File: config.mk
export PLATFORM = sky130hd
export DESIGN_NAME = rnm_rename_table
export DESIGN_NICKNAME = d
export VERILOG_FILES = /design/src/rtl/rnm_pkg.sv /design/src/rtl/rnm_decode.sv /design/src/rtl/rnm_map_table.sv /design/src/rtl/rnm_ready_board.sv /design/src/rtl/rnm_rename_table.sv
export SDC_FILE = /design/constraint.sdc
export NUM_CORES = 1
export LEC_CHECK = 0
export ABC_CLOCK_PERIOD_IN_PS = 4900
export BUFFER_PORTS_ARGS = -buffer_cell sky130_fd_sc_hd__clkbuf_2
export CAP_MARGIN = 25
export CORE_MARGIN = 2
export CORE_UTILIZATION = 60
export CTS_CLUSTER_DIAMETER = 120
export DETAILED_ROUTE_END_ITERATION = 8
export PLACE_DENSITY_LB_ADDON = 0.05
export REMOVE_ABC_BUFFERS = 1
export SETUP_SLACK_MARGIN = 0.1
export SYNTH_ARGS = -nofsm -noshare
export SYNTH_HDL_FRONTEND = slang
export SYNTH_SLANG_ARGS = --single-unit
File: constraint.sdc
create_clock -name clk -period 4.9 [get_ports clk]
set_clock_uncertainty 0.05 [all_clocks]
set_input_delay 0.98 -clock clk [delete_from_list [all_inputs] [get_ports clk]]
set_output_delay 0.98 -clock clk [all_outputs]
set_load 0.01 [all_outputs]
File: src/rtl/rnm_pkg.sv
package rnm_pkg;
  typedef enum logic [1:0] {
    CLS_INT  = 2'd0,
    CLS_FP   = 2'd1,
    CLS_MISC = 2'd2
  } reg_cls_e;
endpackage

File: src/rtl/rnm_decode.sv
module rnm_decode import rnm_pkg::*; #(
  parameter int N_LINT   = 8,
  parameter int N_LFP    = 8,
  parameter int N_PINT   = 16,
  parameter int N_PFP    = 16,
  parameter int INT_ZERO = 0,
  parameter int FP_ZERO  = 8,
  parameter int AW       = 5,
  parameter int PW       = 6
) (
  input  logic [AW-1:0] arch,
  output reg_cls_e      cls,
  output logic          is_zero,
  output logic [PW-1:0] zero_phys,
  output logic [PW-1:0] misc_phys
);
  localparam int N_LTOT = N_LINT + N_LFP;
  localparam int N_PTOT = N_PINT + N_PFP;

  always_comb begin
    if (arch < AW'(N_LINT))      cls = CLS_INT;
    else if (arch < AW'(N_LTOT)) cls = CLS_FP;
    else                         cls = CLS_MISC;
  end

  // Zero registers resolve to their reset-time physical slot.
  assign is_zero   = (arch == AW'(INT_ZERO)) || (arch == AW'(FP_ZERO));
  assign zero_phys = (arch == AW'(INT_ZERO)) ? PW'(INT_ZERO)
                                            : PW'(N_PINT + FP_ZERO - N_LINT);
  assign misc_phys = PW'(N_PTOT) + PW'(arch) - PW'(N_LTOT);
endmodule

File: src/rtl/rnm_map_table.sv
module rnm_map_table #(
  parameter int N_LINT = 8,
  parameter int N_LFP  = 8,
  parameter int N_PINT = 16,
  parameter int AW     = 5,
  parameter int PW     = 6
) (
  input  logic          clk,
  input  logic          rst_n,
  input  logic [AW-1:0] rd0_arch,
  output logic [PW-1:0] rd0_phys,
  input  logic [AW-1:0] rd1_arch,
  output logic [PW-1:0] rd1_phys,
  input  logic          wa_en,
  input  logic [AW-1:0] wa_arch,
  input  logic [PW-1:0] wa_phys,
  input  logic          wb_en,
  input  logic [AW-1:0] wb_arch,
  input  logic [PW-1:0] wb_phys
);
  localparam int N_LTOT = N_LINT + N_LFP;
  localparam int TW     = (N_LTOT > 1) ? $clog2(N_LTOT) : 1;

  logic [PW-1:0] map_q [N_LTOT];
  logic [PW-1:0] map_d [N_LTOT];

  assign rd0_phys = (rd0_arch < AW'(N_LTOT)) ? map_q[TW'(rd0_arch)] : '0;
  assign rd1_phys = (rd1_arch < AW'(N_LTOT)) ? map_q[TW'(rd1_arch)] : '0;

  always_comb begin
    for (int i = 0; i < N_LTOT; i++) map_d[i] = map_q[i];
    if (wb_en && wb_arch < AW'(N_LTOT)) map_d[TW'(wb_arch)] = wb_phys;
    if (wa_en && wa_arch < AW'(N_LTOT)) map_d[TW'(wa_arch)] = wa_phys;
  end

  always_ff @(posedge clk or negedge rst_n) begin
    if (!rst_n) begin
      for (int i = 0; i < N_LTOT; i++)
        map_q[i] <= (i < N_LINT) ? PW'(i) : PW'(N_PINT + i - N_LINT);
    end else begin
      for (int i = 0; i < N_LTOT; i++) map_q[i] <= map_d[i];
    end
  end

  // A rename write lands in the table on the following edge.
  assert_table_update_R6: assert property (@(posedge clk) disable iff (!rst_n)
    (wa_en && wa_arch < AW'(N_LTOT)) |=> (map_q[TW'($past(wa_arch))] == $past(wa_phys)));

  // The two write ports must never target one entry together.
  assert_no_write_collide_R9: assert property (@(posedge clk) disable iff (!rst_n)
    !(wa_en && wb_en && wa_arch == wb_arch));
endmodule

File: src/rtl/rnm_ready_board.sv
module rnm_ready_board #(
  parameter int N_LINT = 8,
  parameter int N_LFP  = 8,
  parameter int N_PINT = 16,
  parameter int N_PFP  = 16,
  parameter int N_MISC = 4,
  parameter int PW     = 6
) (
  input  logic          clk,
  input  logic          rst_n,
  input  logic          set_en,
  input  logic [PW-1:0] set_idx,
  input  logic          clr_en,
  input  logic [PW-1:0] clr_idx,
  input  logic [PW-1:0] q_idx,
  output logic          q_rdy
);
  localparam int N_PTOT = N_PINT + N_PFP;
  localparam int N_ALL  = N_PTOT + N_MISC;

  logic [N_ALL-1:0] rdy_q;
  logic [N_ALL-1:0] rdy_d;

  function automatic logic reset_bit(input int i);
    if (i < N_LINT)               return 1'b1;
    else if (i < N_PINT)          return 1'b0;
    else if (i < N_PINT + N_LFP)  return 1'b1;
    else if (i < N_PTOT)          return 1'b0;
    else                          return 1'b1;
  endfunction

  assign q_rdy = (q_idx < PW'(N_ALL)) ? rdy_q[q_idx] : 1'b0;

  // Clear is applied after set so a rename wins a same-index race.
  always_comb begin
    rdy_d = rdy_q;
    if (set_en && set_idx < PW'(N_ALL)) rdy_d[set_idx] = 1'b1;
    if (clr_en && clr_idx < PW'(N_ALL)) rdy_d[clr_idx] = 1'b0;
  end

  always_ff @(posedge clk or negedge rst_n) begin
    if (!rst_n) begin
      for (int i = 0; i < N_ALL; i++) rdy_q[i] <= reset_bit(i);
    end else begin
      rdy_q <= rdy_d;
    end
  end

  assert_clear_wins_R12: assert property (@(posedge clk) disable iff (!rst_n)
    (clr_en && set_en && clr_idx == set_idx && clr_idx < PW'(N_ALL))
      |=> !rdy_q[$past(clr_idx)]);

  assert_set_lands_R8: assert property (@(posedge clk) disable iff (!rst_n)
    (set_en && set_idx < PW'(N_ALL) && !(clr_en && clr_idx == set_idx))
      |=> rdy_q[$past(set_idx)]);
endmodule

File: src/rtl/rnm_rename_table.sv
module rnm_rename_table import rnm_pkg::*; #(
  parameter int N_LINT   = 8,
  parameter int N_PINT   = 16,
  parameter int N_LFP    = 8,
  parameter int N_PFP    = 16,
  parameter int N_MISC   = 4,
  parameter int INT_ZERO = 0,
  parameter int FP_ZERO  = 8,
  localparam int N_LTOT  = N_LINT + N_LFP,
  localparam int N_PTOT  = N_PINT + N_PFP,
  localparam int AW      = $clog2(N_LTOT + N_MISC),
  localparam int PW      = $clog2(N_PTOT + N_MISC),
  localparam int CW      = $clog2(((N_PINT > N_PFP) ? N_PINT : N_PFP) + 1)
) (
  input  logic          clk,
  input  logic          rst_n,
  input  logic          ren_valid,
  input  logic [AW-1:0] ren_arch,
  output logic          ren_ready,
  output logic [PW-1:0] ren_new,
  output logic [PW-1:0] ren_prev,
  input  logic          int_fl_valid,
  input  logic [PW-1:0] int_fl_idx,
  output logic          int_fl_pop,
  input  logic          fp_fl_valid,
  input  logic [PW-1:0] fp_fl_idx,
  output logic          fp_fl_pop,
  input  logic [AW-1:0] lk_arch,
  output logic [PW-1:0] lk_phys,
  input  logic          wr_valid,
  input  logic [AW-1:0] wr_arch,
  input  logic [PW-1:0] wr_phys,
  input  logic          rdy_set_valid,
  input  logic [PW-1:0] rdy_set_idx,
  input  logic [PW-1:0] rdy_q_idx,
  output logic          rdy_q_out,
  input  logic [CW-1:0] int_free_cnt,
  input  logic [CW-1:0] fp_free_cnt,
  output logic [CW-1:0] free_cap
);
  // Reset: asserted asynchronously, released through two flops.
  logic [1:0] rst_pipe_q;
  logic       rst_i_n;
  always_ff @(posedge clk or negedge rst_n) begin
    if (!rst_n) rst_pipe_q <= 2'b00;
    else        rst_pipe_q <= {rst_pipe_q[0], 1'b1};
  end
  assign rst_i_n = rst_pipe_q[1];

  reg_cls_e      ren_cls, lk_cls;
  logic          ren_zero, lk_zero_unused;
  logic [PW-1:0] ren_zphys, ren_mphys, lk_zphys_unused, lk_mphys;
  logic [PW-1:0] tbl_prev, tbl_lk;
  logic          need_int, need_fp, accept, ren_misc;
  logic          tbl_we, wr_legal, clr_en;
  logic [PW-1:0] alloc_idx, clr_idx;

  rnm_decode #(.N_LINT(N_LINT), .N_LFP(N_LFP), .N_PINT(N_PINT), .N_PFP(N_PFP),
               .INT_ZERO(INT_ZERO), .FP_ZERO(FP_ZERO), .AW(AW), .PW(PW)) u_dec_ren (
    .arch(ren_arch), .cls(ren_cls), .is_zero(ren_zero),
    .zero_phys(ren_zphys), .misc_phys(ren_mphys));

  rnm_decode #(.N_LINT(N_LINT), .N_LFP(N_LFP), .N_PINT(N_PINT), .N_PFP(N_PFP),
               .INT_ZERO(INT_ZERO), .FP_ZERO(FP_ZERO), .AW(AW), .PW(PW)) u_dec_lk (
    .arch(lk_arch), .cls(lk_cls), .is_zero(lk_zero_unused),
    .zero_phys(lk_zphys_unused), .misc_phys(lk_mphys));

  // Rename control
  always_comb begin
    need_int   = (ren_cls == CLS_INT) && !ren_zero;
    need_fp    = (ren_cls == CLS_FP)  && !ren_zero;
    ren_misc   = (ren_cls == CLS_MISC);
    ren_ready  = !(need_int && !int_fl_valid) && !(need_fp && !fp_fl_valid);
    accept     = ren_valid && ren_ready;
    int_fl_pop = accept && need_int;
    fp_fl_pop  = accept && need_fp;
    alloc_idx  = need_int ? int_fl_idx : fp_fl_idx;
    tbl_we     = int_fl_pop || fp_fl_pop;
    if (ren_misc)      ren_new = ren_mphys;
    else if (ren_zero) ren_new = ren_zphys;
    else               ren_new = alloc_idx;
    ren_prev   = ren_misc ? ren_mphys : tbl_prev;
    clr_en     = tbl_we || (accept && ren_misc);
    clr_idx    = ren_misc ? ren_mphys : alloc_idx;
    wr_legal   = wr_valid && (wr_arch < AW'(N_LTOT));
    lk_phys    = (lk_cls == CLS_MISC) ? lk_mphys : tbl_lk;
    free_cap   = (int_free_cnt < fp_free_cnt) ? int_free_cnt : fp_free_cnt;
  end

  rnm_map_table #(.N_LINT(N_LINT), .N_LFP(N_LFP), .N_PINT(N_PINT),
                  .AW(AW), .PW(PW)) u_map (
    .clk(clk), .rst_n(rst_i_n),
    .rd0_arch(ren_arch), .rd0_phys(tbl_prev),
    .rd1_arch(lk_arch),  .rd1_phys(tbl_lk),
    .wa_en(tbl_we),   .wa_arch(ren_arch), .wa_phys(alloc_idx),
    .wb_en(wr_legal), .wb_arch(wr_arch),  .wb_phys(wr_phys));

  rnm_ready_board #(.N_LINT(N_LINT), .N_LFP(N_LFP), .N_PINT(N_PINT),
                    .N_PFP(N_PFP), .N_MISC(N_MISC), .PW(PW)) u_rdy (
    .clk(clk), .rst_n(rst_i_n),
    .set_en(rdy_set_valid), .set_idx(rdy_set_idx),
    .clr_en(clr_en), .clr_idx(clr_idx),
    .q_idx(rdy_q_idx), .q_rdy(rdy_q_out));

  assert_no_pop_empty_R11: assert property (@(posedge clk) disable iff (!rst_i_n)
    (!int_fl_pop || int_fl_valid) && (!fp_fl_pop || fp_fl_valid));

  assert_stall_no_pop_R11: assert property (@(posedge clk) disable iff (!rst_i_n)
    !ren_ready |-> (!int_fl_pop && !fp_fl_pop));

  assert_misc_passthru_R4: assert property (@(posedge clk) disable iff (!rst_i_n)
    (accept && ren_arch >= AW'(N_LTOT)) |-> (ren_new == ren_prev && !int_fl_pop && !fp_fl_pop));

  assert_zero_no_alloc_R5: assert property (@(posedge clk) disable iff (!rst_i_n)
    (ren_valid && (ren_arch == AW'(INT_ZERO) || ren_arch == AW'(FP_ZERO)))
      |-> (ren_ready && !int_fl_pop && !fp_fl_pop));

  assert_wr_not_misc_R9: assert property (@(posedge clk) disable iff (!rst_i_n)
    wr_valid |-> (wr_arch < AW'(N_LTOT)));

  assert_wr_ren_collide_R9: assert property (@(posedge clk) disable iff (!rst_i_n)
    !(accept && wr_valid && wr_arch == ren_arch));

  assert_cap_min_R10: assert property (@(posedge clk) disable iff (!rst_i_n)
    (free_cap <= int_free_cnt) && (free_cap <= fp_free_cnt));
endmodule

# --- Word level (Yosys, flattened, before mapping) ---
# Index checks and enable logic that the tools add are counted.
totals:
  regBits: 134
  input_bits: 62
  out_inout_bits: 27
  word_cells: 116
op_classes:
  n_addsub: 4
  order_cmp: 19
  n_eq_ne: 4
  mux: 37
  bitwise_logic: 6
  n_reduce_logical: 28
ops:
  columns: ["cell", "count"]
  rows:
  - ["bitwise mux 96 bit", 2]
  - ["two-way mux 96 bit", 2]
  - ["two-way mux 6 bit", 14]
  - ["two-way mux 36 bit", 2]
  - ["binary-select mux 6 bit (select 4 bit)", 2]
  - ["demux 6 bit (select 4 bit)", 2]
  - ["bitwise AND 36 bit", 1]
  - ["inverter 36 bit", 1]
  - ["bitwise OR 36 bit", 1]
  - ["< comparator 6 x 7 -> 1 bit, second input constant", 3]
  - ["logical AND 1 bit", 18]
  - ["< comparator 6 bit, second input constant", 3]
  - ["greater-or-equal comparator 5 bit, second input constant", 3]
  - ["< comparator 5 bit, second input constant", 3]
  - ["inverter 4 -> 5 bit", 3]
  - ["adder 6 x 5 -> 6 bit, first input constant", 2]
  - ["demux 1 bit (select 6 bit)", 2]
  - ["greater-or-equal comparator 6 x 1 -> 1 bit, second input constant", 2]
  - ["subtractor 6 x 5 -> 6 bit, second input constant", 2]
  - ["< comparator 5 x 1 -> 1 bit, second input constant", 2]
  - ["< comparator 5 x 4 -> 1 bit, second input constant", 2]
  - ["two-way mux 5 bit", 2]
  - ["two-way mux 2 bit", 4]
  - ["binary-select mux 1 bit (select 6 bit)", 1]
  - ["other kinds (9)", 19]

# --- Longest topological paths before layout ---
depth:
  word_depth: 14
  depth_mapped: 8
  ltp_nobuf: 6

# --- Hierarchy ---
# From an unflattened synthesis, not the netlist that was laid out.
unflattened:
  cells_unflattened: 918
  hier_area_um2: 9288.9
by_module_without_submodules:
  columns: ["mod", "n_inst", "cells_each", "area_per_inst_um2", "seq_area_each_um2"]
  rows:
  - ["rnm_map_table", 1, 589, 6334.8, 2442.3]
  - ["rnm_ready_board", 1, 193, 1974.4, 925.9]
  - ["rnm_rename_table", 1, 104, 752.0, 50.0]
  - ["rnm_decode", 2, 16, 113.9, 0.0]

# --- Worst setup path before layout ---
# No wires, ideal clock.
synth_timing:
  kind: "in2out"
  from: "input lk_arch[0]"
  to: "output lk_phys[5]"
  t_arrival_ns: 2.671
  required_ns: 3.870
  setup_slack_ns: 1.199
  stages: 6
  path_buffers: 3
  path_cell_list: "buf_6 -> buf_4 -> buf_2 -> mux4_2 -> mux4_2 -> or2_2"
synth_between:
  elab_chain_cells: 6
  elab_cells_between_ends: 13
  classes_between: "add/sub (2); order compare (2); eq/ne (1); mux (7); bitwise (1)"
synth_lines:
  columns: ["item", "line", "rtl"]
  rows:
  - ["start, declared", "rnm_rename_table.sv:28", "input logic [AW-1:0] lk_arch,"]
  - ["parallel branches: the longest is 5 deep, another holds adder 6 x 5 -> 6 bit", null, null]
  - ["two-way mux 6 bit *", "rnm_rename_table.sv:86", "lk_phys = (lk_cls == CLS_MISC) ? lk_mphys : tbl_lk;"]
  - ["end, declared", "rnm_rename_table.sv:29", "output logic [PW-1:0] lk_phys,"]
# Mark *: on every way between the ends. The select of a mux whose other input is x is not followed.

# --- Final worst setup path ---
layout_timing:
  from: "input ren_arch[0]"
  to: "output ren_prev[2]"
layout_between:
  elab_chain_cells: 6
  elab_cells_between_ends: 13
  classes_between: "add/sub (2); order compare (2); eq/ne (1); mux (7); bitwise (1)"
layout_lines:
  columns: ["item", "line", "rtl"]
  rows:
  - ["start, declared", "rnm_rename_table.sv:18", "input logic [AW-1:0] ren_arch,"]
  - ["parallel branches: the longest is 5 deep, another holds adder 6 x 5 -> 6 bit", null, null]
  - ["two-way mux 6 bit *", "rnm_rename_table.sv:82", "ren_prev = ren_misc ? ren_mphys : tbl_prev;"]
  - ["end, declared", "rnm_rename_table.sv:21", "output logic [PW-1:0] ren_prev,"]
# Marks and branches as above.

==> impl_metrics.py <==
metrics = {
    "run_status": {
        "status": "finished, final reports clean",
    },
    "synthesis": {
        "async_flop_share": 1.00,
        "seq_area_frac_synth": 0.381,
        "netlist_area_mm2": 0.00898,
        "yosysUniqueCellTypes": 68,
        "ys_ff_latch": 134,
        "synth_ff_type": "dfrtp_1",
        "yosysWarnings": 0,
        "netlist_instances": 795,
        "synth-edff-count": 0,
        "avgSynthCellArea_um2": 11.3,
    },
    "routing": {
        "drt_wl_total_um": 27300,
        "routedWlPerCell_um": 25.8,
        "vias_per_cell": 6.95,
        "via_count": 7351,
        "antenna_left": 0,
        "drc": 0,
        "drtPass1Iterations": 6,
        "drtIter0Drc": 776,
    },
    "power_and_ir_drop": {
        "total_power_w": 0.00399,
        "ir_worst_vdd_mv": 0.278,
        "leakagePower_nw": 4.20,
        "power_frac_clock": 0.311,
        "p_switching_w": 0.00124,
        "switching_share": 0.311,
        "power.density_mw_per_mm2": 395,
        "combPwrFrac": 0.262,
        "internal-power_w": 0.00275,
        "seqPwrFrac": 0.427,
    },
    "setup_path": {
        "crit_buf_inv": 3,
        "r2r_setup_slack_ns": 3.80,
        "r2r_start": "u_map.map_q[21]$_DFF_PN0_",
        "crit_slowest_cell": "clkbuf_2",
        "crit_chain": "clkbuf_2, buf_4, mux4_2, a21o_1, a221o_1, clkbuf_2",
        "required_ns": 3.87,
        "r2r-end": "u_map.map_q[21]$_DFF_PN0_",
        "crit_path_end_kind": "output pin",
        "cpPeakStageDelay_ns": 0.63,
        "crit_fanout": 24,
        "reg2reg_depth": 3,
        "worstPathArrival_ns": 3.19,
        "path_class": "in -> out",
        "worst_path_dominant_cell_family": "buffers and inverters",
        "cpMostUsedCell": "clkbuf_2",
        "critPathLaunchType": "input pin",
    },
    "clock_network": {
        "cts.path.max_buffers": 2,
        "cts_tree": "yes",
        "hold_buffers": 0,
        "insertion_delay_ns": 0.43,
        "cts.htree.levels": 4,
        "clock_sinks": 134,
        "clockRootBuffer": "clkbuf_16",
        "postCtsSetupRepairBufs": 0,
        "post_cts_resized": 0,
        "numCtsBuffers": 17,
        "clkTransAtPathRegs_ns": 0.06,
    },
    "sta": {
        "period_share": 0.862,
        "hold_violations": 0,
        "rsz0062_at_grt": "no",
        "relSlewSlack": 0.302,
        "post-route-min-period_ns": 4.22,
        "drv_slew": 0,
        "worst_slack_ns": 0.677,
        "max_slew.worst_pin.slew_ns": 1.05,
        "setup_viol": 0,
        "setup_tns_ns": 0,
        "fmax_mhz": 237,
    },
    "global_route": {
        "grt_max_degree": 80,
        "gr-max-usage-layer": "met2",
        "grt_pass1_vias": 7463,
        "antenna_found_initial": 0,
        "grt.overflow.total": 0,
        "met1_usage": 0.479,
        "met2_usage": 0.525,
        "use_met3": 0.0974,
        "grt_use_total": 0.352,
        "grt_pass1_wl_um": 42400,
    },
    "place": {
        "port_buffers": 88,
        "dp_hpwl_um": 19300,
        "pre_cts_slack_ns": 0.671,
        "routabilityCongestion": 0.979,
        "placed_area_mm2": 0.00951,
    },
    "layout": {
        "final_nets": 927,
        "final_core_util": 0.693,
        "fillers": 1082,
        "layout-drive-gt1-share": 0.375,
        "n_antenna_cell": 0,
        "postLayoutCellArea_mm2": 0.0101,
        "area_delta_synth_final_pct": 12.5,
    },
    "die": {
        "initial_core_util": 0.616,
        "ioPinCount": 89,
        "num_rows": 44,
        "die_area_mm2": 0.0160,
        "coreArea_mm2": 0.0146,
        "die_x_um": 126,
        "die_h_um": 126,
    },
    "run": {
        "maxCapViolCount": 0,
    },
    "min_path": {
        "hp-class": "in -> async",
    },
}
==> Yosys cell counts, types with 5 or more instances <==
cell        n  share of area
a21oi_1    97          0.054
a31oi_1     5         0.0035
a32o_1      5         0.0056
and3_1      5         0.0035
buf_1       7         0.0029
buf_2      13         0.0072
clkbuf_1   33          0.014
dfrtp_1    82           0.23
dfstp_2    52           0.15
inv_1      10         0.0042
mux2_2     49          0.061
mux2i_1   104           0.12
mux4_2     61           0.15
nand2_1    61          0.025
nand3_1    15         0.0084
nand4_1     6         0.0042
nor2_1     39          0.016
nor2b_1    13         0.0091
nor3b_1     6         0.0050
nor4b_4     5          0.013
o211ai_1    8         0.0067
o21ai_0    36          0.020
==> flip-flops by register name, indices dropped and copies added, names as in the netlist <==
name and count:
u_map.map_q 96, u_rdy.rdy_q 36, rst_pipe_q 2
==> cell usage in the layout (no fill, tap or decap), types with 5 or more instances in the layout <==
cell	instances
mux2i_1	104
nand4_1	6
inv_1	10
buf_4	18
a32o_1	5
mux2_2	49
a21oi_1	97
o211ai_1	8
mux4_2	61
clkbuf_2	88
a31oi_1	5
clkbuf_16	17
nor3b_1	6
nand3_1	15
nor4b_4	5
o21ai_0	36
dfrtp_1	81
and3_1	5
nor2b_1	13
dfstp_2	52
nor2_1	39
nand2_1	61
==> power groups by stage <==
stage               registers (W)  logic [W]  clock network [W]
floorplan                 0.00159   0.000726                  0
global placement          0.00167   0.000981                  0
detailed placement        0.00169    0.00102                  0
CTS                       0.00168    0.00103            0.00125
global route              0.00172    0.00113            0.00130
finish                    0.00170    0.00104            0.00124
==> final cells by class <==
type / count / area, µm² / area share
Multi-Input combinational cell: 590 / 5240 / 0.519
Sequential cell: 134 / 3420 / 0.339
Timing Repair Buffer: 107 / 603 / 0.0597
Clock buffer: 25 / 495 / 0.0490
Tap cell: 184 / 230 / 0.0228
Clock inverter: 7 / 71.3 / 0.00706
Inverter: 11 / 41.3 / 0.00409
==> per-layer routing <==
metal | wire (µm) | vias up
li1 | - | 3147
met1 | 10800 | 3687
met2 | 12400 | 433
met3 | 2870 | 84
met4 | 1210 | 0
met5 | 0 | -
==> stage by stage <==
step	std cells	hold slack, ns
floorplan	735	0.281
global placement	1025	0.291
detailed placement	1025	0.296
CTS	1057	0.265
global route	1058	0.270
finish	1058	0.272
==> how the worst max path moves through the flow <==
| stage | from | to | slack, ns | cells after the start |
|---|---|---|---|---|
| 4_1_cts | ren_arch[0] | ren_prev[2] | 0.66 | 6 |
| 5_1_grt | ren_arch[0] | ren_new[1] | 0.55 | 7 |
| 2_1_floorplan | rst_pipe_q[1]$_DFF_PN0_ | u_map.map_q[11]$_DFF_PN0_ | 0.93 | 0 |
| 3_3_place_gp | ren_arch[0] | ren_prev[2] | 0.71 | 6 |
| 6_report | ren_arch[0] | ren_prev[2] | 0.68 | 6 |
| 3_5_place_dp | ren_arch[0] | ren_prev[2] | 0.67 | 6 |
==> cells by family after synthesis <==
| family | share of synthesized area |
|---|---|
| simple gates | 0.129 |
| fa+ha+maj | 0.00557 |
| other cells | 0.000417 |
| mux | 0.330 |
| buf+inv | 0.0361 |
| flops | 0.381 |
| compound gates | 0.118 |
Note: power is estimated with default switching activity, not from simulation.
